--- config.mk ---
export PLATFORM = sky130hd
export DESIGN_NAME = gpio_bank
export DESIGN_NICKNAME = d
export VERILOG_FILES = /design/src/rtl/gpio_pkg.sv /design/src/rtl/gpio_sync.sv /design/src/rtl/gpio_port.sv /design/src/rtl/gpio_irq.sv /design/src/rtl/gpio_bank.sv
export SDC_FILE = /design/constraint.sdc
export NUM_CORES = 1
export LEC_CHECK = 0
export BUFFER_PORTS_ARGS = -buffer_cell sky130_fd_sc_hd__buf_2
export CAP_MARGIN = 30
export CELL_PAD_IN_SITES_DETAIL_PLACEMENT = 0
export CELL_PAD_IN_SITES_GLOBAL_PLACEMENT = 1
export CORE_UTILIZATION = 37
export DETAILED_ROUTE_END_ITERATION = 6
export GPL_TIMING_DRIVEN = 1
export PLACE_DENSITY_LB_ADDON = 0.25
export SYNTH_ARGS = -nofsm -noshare
export SYNTH_HDL_FRONTEND = slang
export SYNTH_SLANG_ARGS = --single-unit
--- constraint.sdc ---
create_clock -name clk -period 1.6 [get_ports clk]
set_input_delay 0.32 -clock clk [delete_from_list [all_inputs] [get_ports clk]]
set_output_delay 0.32 -clock clk [all_outputs]
set_load 0.005 [all_outputs]
--- src/rtl/gpio_pkg.sv ---
package gpio_pkg;
    // Register group selected by the upper address bits
    typedef enum logic [1:0] {
        GRP_DATA = 2'd0,
        GRP_DIR  = 2'd1,
        GRP_PU   = 2'd2,
        GRP_CTL  = 2'd3
    } reg_grp_e;

    // Index of the control registers within GRP_CTL
    localparam int CTL_IDX_EN   = 0;
    localparam int CTL_IDX_FLAG = 1;
endpackage

--- src/rtl/gpio_sync.sv ---
module gpio_sync #(
    parameter int W = 8
) (
    input  logic         clk,
    input  logic         rst_n,
    input  logic [W-1:0] raw_in,
    output logic [W-1:0] sync_out
);
    typedef struct packed {
        logic [W-1:0] st1;
        logic [W-1:0] st2;
    } sync_t;

    sync_t s_d, s_q;

    always_comb begin
        s_d     = s_q;
        s_d.st1 = raw_in;
        s_d.st2 = s_q.st1;
    end

    always_ff @(posedge clk) begin
        if (!rst_n) s_q <= '0;
        else        s_q <= s_d;
    end

    assign sync_out = s_q.st2;
endmodule

--- src/rtl/gpio_port.sv ---
module gpio_port #(
    parameter int           PW         = 8,
    parameter bit           OPEN_DRAIN = 1'b0,
    parameter bit           HAS_PU     = 1'b1,
    parameter logic [PW-1:0] RST_DATA  = '1
) (
    input  logic          clk,
    input  logic          rst_n,
    input  logic          wr_data,
    input  logic          wr_dir,
    input  logic          wr_pu,
    input  logic [PW-1:0] wdata,
    input  logic [PW-1:0] pad_sync,
    output logic [PW-1:0] rd_data,
    output logic [PW-1:0] rd_dir,
    output logic [PW-1:0] rd_pu,
    output logic [PW-1:0] pad_oe,
    output logic [PW-1:0] pad_out,
    output logic [PW-1:0] pad_pu
);
    typedef struct packed {
        logic [PW-1:0] dout;
        logic [PW-1:0] dir;
        logic [PW-1:0] pu;
    } port_t;

    port_t p_d, p_q;

    always_comb begin
        p_d = p_q;
        if (wr_data) p_d.dout = wdata;
        if (wr_dir)  p_d.dir  = wdata;
        if (HAS_PU) begin
            if (wr_pu) p_d.pu = wdata;
        end else begin
            p_d.pu = '0;
        end
    end

    always_ff @(posedge clk) begin
        if (!rst_n) begin
            p_q.dout <= RST_DATA;
            p_q.dir  <= '0;
            p_q.pu   <= '0;
        end else begin
            p_q <= p_d;
        end
    end

    generate
        if (OPEN_DRAIN) begin : g_od
            assign pad_oe  = p_q.dir & ~p_q.dout;
            assign pad_out = '0;
        end else begin : g_pp
            assign pad_oe  = p_q.dir;
            assign pad_out = p_q.dout;
        end
    endgenerate

    assign pad_pu  = p_q.pu;
    assign rd_dir  = p_q.dir;
    assign rd_pu   = p_q.pu;
    assign rd_data = (p_q.dir & p_q.dout) | (~p_q.dir & pad_sync);


    dir_write_chk: assert property (@(posedge clk) disable iff (!rst_n)
        wr_dir |=> (rd_dir == $past(wdata)));


    data_write_chk: assert property (@(posedge clk) disable iff (!rst_n)
        wr_data |=> (p_q.dout == $past(wdata)));
endmodule

--- src/rtl/gpio_irq.sv ---
module gpio_irq #(
    parameter int PW = 8
) (
    input  logic          clk,
    input  logic          rst_n,
    input  logic          wr_en,
    input  logic          wr_flag,
    input  logic [PW-1:0] wdata,
    input  logic [PW-1:0] pin_sync,
    output logic [PW-1:0] en_out,
    output logic [1:0]    flag_out
);
    localparam int HALF = PW / 2;

    typedef struct packed {
        logic [PW-1:0] en;
        logic [PW-1:0] prev;
        logic [1:0]    flag;
    } irq_t;

    irq_t          r_d, r_q;
    logic [PW-1:0] fall;
    logic [1:0]    hit;

    assign fall = r_q.prev & ~pin_sync;

    generate
        for (genvar g = 0; g < 2; g++) begin : g_grp
            assign hit[g] = |(fall[g*HALF +: HALF] & r_q.en[g*HALF +: HALF]);
        end
    endgenerate

    always_comb begin
        r_d      = r_q;
        r_d.prev = pin_sync;
        if (wr_en) r_d.en = wdata;
        for (int g = 0; g < 2; g++) begin
            if (wr_flag && !wdata[g]) r_d.flag[g] = 1'b0;
            if (hit[g])               r_d.flag[g] = 1'b1;
        end
    end

    always_ff @(posedge clk) begin
        if (!rst_n) r_q <= '0;
        else        r_q <= r_d;
    end

    assign en_out   = r_q.en;
    assign flag_out = r_q.flag;


    lo_rise_cause_chk: assert property (@(posedge clk) disable iff (!rst_n)
        $rose(flag_out[0]) |-> $past(|(fall[HALF-1:0] & r_q.en[HALF-1:0])));


    lo_sticky_chk: assert property (@(posedge clk) disable iff (!rst_n)
        (flag_out[0] && !(wr_flag && !wdata[0])) |=> flag_out[0]);


    hi_sticky_chk: assert property (@(posedge clk) disable iff (!rst_n)
        (flag_out[1] && !(wr_flag && !wdata[1])) |=> flag_out[1]);


    set_wins_chk: assert property (@(posedge clk) disable iff (!rst_n)
        (hit[0] && wr_flag && !wdata[0]) |=> flag_out[0]);
endmodule

--- src/rtl/gpio_bank.sv ---
module gpio_bank
    import gpio_pkg::*;
#(
    parameter int NPORTS    = 5,
    parameter int PW        = 8,
    parameter int FF_PORTS  = 4,
    parameter int OD_PORT   = 0,
    parameter int IRQ_PORT  = 1,
    localparam int IDX_W    = $clog2(NPORTS),
    localparam int ADDR_W   = IDX_W + 2,
    localparam int TW       = NPORTS * PW
) (
    input  logic              clk,
    input  logic              rst_n,
    input  logic [ADDR_W-1:0] bus_addr,
    input  logic              bus_wr,
    input  logic [PW-1:0]     bus_wdata,
    output logic [PW-1:0]     bus_rdata,
    input  logic [TW-1:0]     pad_in,
    output logic [TW-1:0]     pad_oe,
    output logic [TW-1:0]     pad_out,
    output logic [TW-1:0]     pad_pu,
    output logic              irq_lo,
    output logic              irq_hi
);
    reg_grp_e         grp;
    logic [IDX_W-1:0] idx;
    logic [TW-1:0]    pad_sync;
    logic [PW-1:0]    rd_data [NPORTS];
    logic [PW-1:0]    rd_dir  [NPORTS];
    logic [PW-1:0]    rd_pu   [NPORTS];
    logic [PW-1:0]    irq_en;
    logic [1:0]       irq_flag;
    logic             wr_en, wr_flag;

    assign grp = reg_grp_e'(bus_addr[ADDR_W-1 -: 2]);
    assign idx = bus_addr[IDX_W-1:0];

    gpio_sync #(.W(TW)) u_sync (
        .clk      (clk),
        .rst_n    (rst_n),
        .raw_in   (pad_in),
        .sync_out (pad_sync)
    );

    generate
        for (genvar p = 0; p < NPORTS; p++) begin : g_port
            logic wr_d, wr_r, wr_p;
            assign wr_d = bus_wr && (grp == GRP_DATA) && (idx == IDX_W'(p));
            assign wr_r = bus_wr && (grp == GRP_DIR)  && (idx == IDX_W'(p));
            assign wr_p = bus_wr && (grp == GRP_PU)   && (idx == IDX_W'(p));

            gpio_port #(
                .PW         (PW),
                .OPEN_DRAIN (p == OD_PORT),
                .HAS_PU     (p != OD_PORT),
                .RST_DATA   ((p < FF_PORTS) ? {PW{1'b1}} : {PW{1'b0}})
            ) u_port (
                .clk      (clk),
                .rst_n    (rst_n),
                .wr_data  (wr_d),
                .wr_dir   (wr_r),
                .wr_pu    (wr_p),
                .wdata    (bus_wdata),
                .pad_sync (pad_sync[p*PW +: PW]),
                .rd_data  (rd_data[p]),
                .rd_dir   (rd_dir[p]),
                .rd_pu    (rd_pu[p]),
                .pad_oe   (pad_oe[p*PW +: PW]),
                .pad_out  (pad_out[p*PW +: PW]),
                .pad_pu   (pad_pu[p*PW +: PW])
            );
        end
    endgenerate

    assign wr_en   = bus_wr && (grp == GRP_CTL) && (idx == IDX_W'(CTL_IDX_EN));
    assign wr_flag = bus_wr && (grp == GRP_CTL) && (idx == IDX_W'(CTL_IDX_FLAG));

    gpio_irq #(.PW(PW)) u_irq (
        .clk      (clk),
        .rst_n    (rst_n),
        .wr_en    (wr_en),
        .wr_flag  (wr_flag),
        .wdata    (bus_wdata),
        .pin_sync (pad_sync[IRQ_PORT*PW +: PW]),
        .en_out   (irq_en),
        .flag_out (irq_flag)
    );

    always_comb begin
        bus_rdata = '0;
        case (grp)
            GRP_DATA: for (int p = 0; p < NPORTS; p++)
                          if (idx == IDX_W'(p)) bus_rdata = rd_data[p];
            GRP_DIR:  for (int p = 0; p < NPORTS; p++)
                          if (idx == IDX_W'(p)) bus_rdata = rd_dir[p];
            GRP_PU:   for (int p = 0; p < NPORTS; p++)
                          if (idx == IDX_W'(p)) bus_rdata = rd_pu[p];
            default: begin
                if (idx == IDX_W'(CTL_IDX_EN))   bus_rdata = irq_en;
                if (idx == IDX_W'(CTL_IDX_FLAG)) bus_rdata = {{(PW-2){1'b0}}, irq_flag};
            end
        endcase
    end

    assign irq_lo = irq_flag[0];
    assign irq_hi = irq_flag[1];


    od_no_pullup_chk: assert property (@(posedge clk) disable iff (!rst_n)
        pad_pu[OD_PORT*PW +: PW] == '0);


    od_never_high_chk: assert property (@(posedge clk) disable iff (!rst_n)
        $rose(pad_oe[OD_PORT*PW]) |-> !rd_data[OD_PORT][0] || !rd_dir[OD_PORT][0] || !pad_out[OD_PORT*PW]);
endmodule

# Word-level counts from Yosys, hierarchy flattened
# Index checks and enable logic that the tools add are counted.
totals:
  regBits: 210
  input_bits: 56
  output_inout_bits: 130
op_classes:
  n_eq_ne: 7
  mux: 22
  bitwise_logic: 26
  reduce_logical: 30
op_table:
  columns: ["operator", "n"]
  rows:
  - ["$mux W8", 17]
  - ["$and A8 B8 Y8", 12]
  - ["$not A8 Y8", 7]
  - ["$or A8 B8 Y8", 5]
  - ["$pmux W8 S3", 1]
  - ["$logic_and A1 B1 Y1", 22]
  - ["$and A4 B4 Y4", 2]
  - ["$reduce_or A4 Y1", 2]
  - ["$eq A3 B2 Y1 const B", 2]
  - ["$eq A2 B2 Y1 const B", 2]
  - ["$mux W1", 4]
  - ["$reduce_bool A2 Y1", 2]
  - ["$eq A3 B1 Y1 const B", 1]
  - ["$eq A3 B3 Y1 const B", 1]
  - ["$logic_not A3 Y1", 1]
  - ["$eq A2 B1 Y1 const B", 1]
  - ["$logic_not A1 Y1", 2]
  - ["$logic_not A2 Y1", 1]

# Longest topological paths before layout
depth:
  ltp_word: 9
  ltp_mapped: 7
  ltp_nobuf: 5

# Hierarchy
# A second synthesis with hierarchy kept.
unflattened:
  hier_cells: 955
  area_unflattened_um2: 9753.1
modules_own_cells:
  columns: ["module", "n_inst", "cells_per_inst", "area_each_um2", "seq_area_each_um2"]
  rows:
  - ["gpio_port (g_port[1].u_port ...)", 3, 101, 1103.6, 480.5]
  - ["gpio_sync", 1, 168, 2213.4, 1601.5]
  - ["gpio_bank", 1, 214, 1405.1, 0.0]
  - ["gpio_port (g_port[4].u_port)", 1, 101, 1124.8, 480.5]
  - ["gpio_port (g_port[0].u_port)", 1, 100, 974.7, 320.3]
  - ["gpio_irq", 1, 69, 724.4, 360.3]

# Least setup slack after synthesis
# No wires, ideal clock.
synth_timing:
  kind: "input -> output"
  start: "in bus_addr[1]"
  end: "out bus_rdata[2]"
  arrival_time_ps: 1397
  path_slack_ps: -117
  stages: 7
  path_cell_list: "nand2b_4 -> or2_2 -> buf_2 -> buf_4 -> o22ai_1 -> a222oi_1 -> nand4_1"
synth_between:
  elab_chain_len: 7
synth_lines:
  columns: ["item", "line_no", "rtl"]
  rows:
  - ["start: declaration", "gpio_bank.sv:15", "input logic [ADDR_W-1:0] bus_addr,"]
  - ["$logic_not A3 Y1", "gpio_bank.sv:94, gpio_bank.sv:96, gpio_bank.sv:100", null]
  - ["$mux W8, on equally long branches (5 in series)", "gpio_bank.sv:96, gpio_bank.sv:94", null]
  - ["$pmux W8 S3 (*)", "gpio_bank.sv:92", "case (grp)"]
  - ["end: declaration", "gpio_bank.sv:18", "output logic [PW-1:0] bus_rdata,"]
# Every way passes the cells marked *; elsewhere a longest branch is shown, timed or not.

# Final worst setup path
layout_timing:
  start: "reg g_port[1].u_port.p_q, in the netlist g_port[1].u_port.pad_oe[0]"
  end: "out bus_rdata[0]"
layout_between:
  elab_chain_len: 8
layout_lines:
  columns: ["item", "line_no", "rtl"]
  rows:
  - ["start: declaration", "gpio_port.sv:27", "port_t p_d, p_q;"]
  - ["start signal: assignment", "gpio_port.sv:46", "p_q <= p_d;"]
  - ["$not A8 Y8", "gpio_port.sv:63", "assign rd_data = (p_q.dir & p_q.dout) | (~p_q.dir & pad_sync);"]
  - ["$and A8 B8 Y8", "gpio_port.sv:63", null]
  - ["$or A8 B8 Y8", "gpio_port.sv:63", null]
  - ["$mux W8 (4 in series)", "gpio_bank.sv:94", "if (idx == IDX_W'(p)) bus_rdata = rd_data[p];"]
  - ["$pmux W8 S3 (*)", "gpio_bank.sv:92", null]
# Marked as above.

==> impl_metrics.prom <==
# TYPE chip_impl_metric gauge
chip_impl_metric{name="synth_cell_types",unit=""} 45
chip_impl_metric{name="critical_path.max_fanout",unit=""} 3
chip_impl_metric{name="routabilityCongestion",unit=""} 0.922
chip_impl_metric{name="crit_path_required_time",unit="ps"} 1280
chip_impl_metric{name="p_sw",unit="mW"} 2.72
chip_impl_metric{name="cts_max_path_buffers",unit=""} 3
chip_impl_metric{name="internal_power",unit="mW"} 9.58
chip_impl_metric{name="worstMarginPinSlew",unit="ps"} 586
chip_impl_metric{name="grt_start_max_net_pins",unit=""} 44
chip_impl_metric{name="sequentialPowerShare",unit="%"} 44.0
chip_impl_metric{name="insertedDiodeCount",unit=""} 0
chip_impl_info{name="timing.critical_path.to_type",value="output port"} 1
chip_impl_metric{name="die_height",unit="µm"} 155
chip_impl_metric{name="syn_avg_cell_area",unit="µm²"} 9.03
chip_impl_info{name="yosys.area.top_type",value="sky130_fd_sc_hd__dfxtp_1"} 1
chip_impl_metric{name="setup_viol_count_final",unit=""} 8
chip_impl_info{name="ys_top_cells_by_count",value="sky130_fd_sc_hd__dfxtp_1, sky130_fd_sc_hd__nand2_1, sky130_fd_sc_hd__and2_1"} 1
chip_impl_metric{name="cts_sinks",unit=""} 210
chip_impl_metric{name="synthDominantCellAreaShare",unit="%"} 48.3
chip_impl_info{name="cts_tree",value="yes"} 1
chip_impl_metric{name="grt_antenna_before_repair",unit=""} 0
chip_impl_metric{name="standard_cell_rows",unit=""} 55
chip_impl_metric{name="synth_cells",unit=""} 965
chip_impl_metric{name="max_freq",unit="MHz"} 420
chip_impl_metric{name="grt.total_usage",unit="%"} 26.1
chip_impl_metric{name="p_leak",unit="nW"} 5.21
chip_impl_metric{name="cts.clk_slew.worst_paths",unit="ps"} 60
chip_impl_metric{name="routed_wirelength",unit="mm"} 31.7
chip_impl_metric{name="dpl.hpwl",unit="mm"} 23.4
chip_impl_metric{name="ys_warn_count",unit=""} 0
chip_impl_metric{name="vdd_ir_drop_max",unit="µV"} 906
chip_impl_metric{name="num-nets-final",unit=""} 1339
chip_impl_metric{name="async_flop_share",unit="%"} 0
chip_impl_metric{name="final.period_utilization",unit="%"} 149
chip_impl_metric{name="maxCapViolCount",unit=""} 0
chip_impl_metric{name="timing.final.max_slew_violations",unit=""} 0
chip_impl_metric{name="ant_nets",unit=""} 0
chip_impl_metric{name="worstPathArrival",unit="ps"} 2060
chip_impl_metric{name="clkPwrFrac",unit="%"} 48.0
chip_impl_metric{name="floorplan.core_area",unit="µm²"} 22800
chip_impl_metric{name="gr-total-overflow",unit=""} 0
chip_impl_metric{name="initial_utilization",unit="%"} 38.1
chip_impl_info{name="synth_area_leaders",value="sky130_fd_sc_hd__dfxtp_1, sky130_fd_sc_hd__mux2i_1, sky130_fd_sc_hd__nand2_1"} 1
chip_impl_metric{name="synthesis.area",unit="µm²"} 8710
chip_impl_metric{name="tritoncts.num_buffers",unit=""} 23
chip_impl_metric{name="clock-skew-final",unit="ps"} 4.33
chip_impl_info{name="violated_checks",value="setup timing"} 1
chip_impl_metric{name="drive_above_1_share",unit="%"} 36.3
chip_impl_metric{name="finalWorstPathRequiredPeriod",unit="ps"} 2380
chip_impl_metric{name="wire_length_of_the_first_global_routing_pass",unit="mm"} 47.2
chip_impl_metric{name="drt-pass1-iter-count",unit=""} 5
chip_impl_metric{name="top_level_ports",unit=""} 186
chip_impl_info{name="critical_path.startpoint_type",value="register"} 1
chip_impl_metric{name="routed_wire_length_per_instance",unit="µm"} 19.7
chip_impl_metric{name="synthesis_to_finish_area_growth",unit="%"} 41.9
chip_impl_info{name="clockRootBuffer",value="sky130_fd_sc_hd__clkbuf_16"} 1
chip_impl_metric{name="synth_seq_cells",unit=""} 210
chip_impl_info{name="synthMostInstantiatedCell",value="sky130_fd_sc_hd__dfxtp_1"} 1
chip_impl_metric{name="synth_enable_flop_cells",unit=""} 0
chip_impl_metric{name="finalHoldViolCount",unit=""} 0
chip_impl_metric{name="layout_setup_ws",unit="ps"} -783
chip_impl_info{name="crit_type",value="reg -> out"} 1
chip_impl_info{name="min-delay-path-class",value="in -> reg"} 1
chip_impl_metric{name="power.density_cell_area",unit="nW/µm²"} 995
chip_impl_info{name="run_status",value="finished, violations left"} 1
chip_impl_metric{name="chipWidth",unit="µm"} 155
chip_impl_metric{name="max_slew_margin",unit="%"} 61.0
chip_impl_metric{name="viasPerCell",unit=""} 4.97
chip_impl_metric{name="final_core_utilization",unit="%"} 54.1
chip_impl_metric{name="clkLatencyLatePin",unit="ps"} 520
chip_impl_metric{name="combPwrFrac",unit="%"} 8.0
chip_impl_metric{name="finalHoldWorstSlack",unit="ps"} 3.36
chip_impl_metric{name="route.vias.total",unit=""} 8014
chip_impl_info{name="grt_setup_unrepaired",value="true"} 1
chip_impl_metric{name="numPortBuffers",unit=""} 169
chip_impl_metric{name="filler_cell_count",unit=""} 2177
chip_impl_metric{name="number_of_global_route_vias_before_repair",unit=""} 7715
chip_impl_metric{name="drt_drc_violations_left",unit=""} 0
chip_impl_metric{name="synth.yosys.seq_area_share",unit="%"} 48.3
chip_impl_metric{name="total_die_area",unit="µm²"} 24200
chip_impl_metric{name="power.switching_fraction",unit="%"} 22.1
chip_impl_metric{name="drtIter0Drc",unit=""} 469
chip_impl_metric{name="ctsHtreeMaxLevel",unit=""} 1
chip_impl_info{name="synthFlopType",value="sky130_fd_sc_hd__dfxtp_1"} 1
worst paths after layout:
check / start / endpoint / slack (ps) / depth (start not counted)
max: g_port[1].u_port.pad_oe[0] / bus_rdata[0] / -780 / 6
min: pad_in[21] / u_sync.s_d[21] / 3 / 2
max reg2reg: u_irq.en_out[5] / u_irq.flag_out[1] / 600 / 4
min reg2reg: u_sync.s_d[19] / u_sync.sync_out[19] / 430 / 1
critical path: stages (launching register included):
cell                       delay [ps]
sky130_fd_sc_hd__dfxtp_2          350
sky130_fd_sc_hd__buf_4            140
sky130_fd_sc_hd__mux2_4           260
sky130_fd_sc_hd__a221o_1          320
sky130_fd_sc_hd__a211oi_2         230
sky130_fd_sc_hd__a21oi_2          110
sky130_fd_sc_hd__buf_2            150
logic make-up after synthesis:
| group | synth area share (%) |
|---|---|
| buffers and inverters | 4.81 |
| DFF | 48.3 |
| other | 0.0430 |
| and+or+nand+nor | 22.8 |
| AOI/OAI and AO/OA | 14.6 |
| muxes | 9.46 |
power by group through the flow:
| stage | Clock, mW | Sequential (mW) | Combinational (mW) |
|---|---|---|---|
| 2_1_floorplan | 0 | 5.51 | 0.467 |
| 3_5_place_dp | 0 | 5.53 | 0.935 |
| 6_report | 5.91 | 5.41 | 0.984 |
| 3_3_place_gp | 0 | 5.53 | 0.938 |
| 4_1_cts | 5.99 | 5.41 | 0.965 |
| 5_1_grt | 6.24 | 5.42 | 1.05 |
cell type report:
cell class	count	area, µm²	area share, %
clock inverters	12	214	1.73
repair buffers	357	2440	19.7
clock buffers	30	642	5.19
multi-input cells	686	4410	35.7
well taps	313	392	3.17
inverters	5	18.8	0.152
flip-flops and latches	210	4250	34.4
registers in the layout (all words and copies together), names as in the netlist:
signal	flops
u_sync.sync_out	40
g_port.u_port.pad_pu	32
g_port.u_port.pad_out	32
u_irq.r_q	8
g_port.u_port.pad_oe	32
u_irq.flag_out	2
g_port.u_port.p_q	8
u_irq.en_out	8
u_sync.s_d	40
g_port.u_port.rd_dir	8
per-layer routing:
metal  up-vias  track usage (%)  part of all wire, %
met2       267             43.0                   47
met1      3785             35.9                   46
met3        50             3.09                  4.9
met4         0             7.38                  2.4
li1       3912                -                    -
met5         -                0                    0
timing repair:
| item | CTS | global route |
|---|---|---|
| hold buffers | 2 | 2 |
| pin swaps | 23 | 6 |
| endpoints found under the setup margin | 14 | 19 |
| resized for setup | 58 | 22 |
| setup buffers | 1 | 1 |
| hold endpoints to repair | 2 | 2 |
cell usage in the layout (no fill, tap or decap), types with 3 or more instances in the layout:
master | Yosys | final
sky130_fd_sc_hd__nor2b_1 | 39 | 34
sky130_fd_sc_hd__a21boi_0 | 61 | 61
sky130_fd_sc_hd__nand3_1 | 57 | 56
sky130_fd_sc_hd__nand2_1 | 159 | 158
sky130_fd_sc_hd__buf_12 | 0 | 13
sky130_fd_sc_hd__a222oi_1 | 5 | 5
sky130_fd_sc_hd__dfxtp_1 | 210 | 187
sky130_fd_sc_hd__dfxtp_4 | 0 | 6
sky130_fd_sc_hd__conb_1 | 1 | 16
sky130_fd_sc_hd__a22o_1 | 5 | 5
sky130_fd_sc_hd__mux2_2 | 11 | 9
sky130_fd_sc_hd__nor3_1 | 3 | 3
sky130_fd_sc_hd__o221ai_2 | 0 | 3
sky130_fd_sc_hd__clkbuf_1 | 45 | 3
sky130_fd_sc_hd__o32ai_1 | 5 | 5
sky130_fd_sc_hd__nor2_1 | 22 | 22
sky130_fd_sc_hd__clkinv_2 | 0 | 5
sky130_fd_sc_hd__dfxtp_2 | 0 | 17
sky130_fd_sc_hd__nor2_4 | 4 | 4
sky130_fd_sc_hd__and2_1 | 89 | 89
sky130_fd_sc_hd__buf_4 | 20 | 170
sky130_fd_sc_hd__bufinv_16 | 0 | 6
sky130_fd_sc_hd__o22ai_2 | 0 | 4
sky130_fd_sc_hd__nor2b_4 | 0 | 4
sky130_fd_sc_hd__buf_2 | 11 | 168
sky130_fd_sc_hd__nand3b_1 | 5 | 5
sky130_fd_sc_hd__mux2i_1 | 70 | 59
sky130_fd_sc_hd__a21boi_1 | 5 | 5
sky130_fd_sc_hd__mux2i_2 | 0 | 9
sky130_fd_sc_hd__clkbuf_16 | 0 | 23
sky130_fd_sc_hd__inv_1 | 5 | 5
sky130_fd_sc_hd__a21oi_1 | 15 | 13
sky130_fd_sc_hd__o21ai_0 | 70 | 69
sky130_fd_sc_hd__nand4_1 | 9 | 9
sky130_fd_sc_hd__clkbuf_8 | 0 | 4
sky130_fd_sc_hd__o22ai_4 | 0 | 3
sky130_fd_sc_hd__dlygate4sd3_1 | 0 | 4
through the flow:
stage | instance area [µm²] | setup TNS, ps | instances | power (mW) | worst slack (ps)
CTS | 12300 | -5370 | 1611 | 12.4 | -788
global placement | 11200 | -24370 | 1570 | 6.47 | -577
detailed placement | 11200 | -24460 | 1570 | 6.47 | -578
floorplan | 8820 | -61.2 | 980 | 5.97 | -16.2
global route | 12400 | -5880 | 1613 | 12.7 | -832
finish | 12400 | -5370 | 1613 | 12.3 | -783
Power figures use the tool's default switching activity.
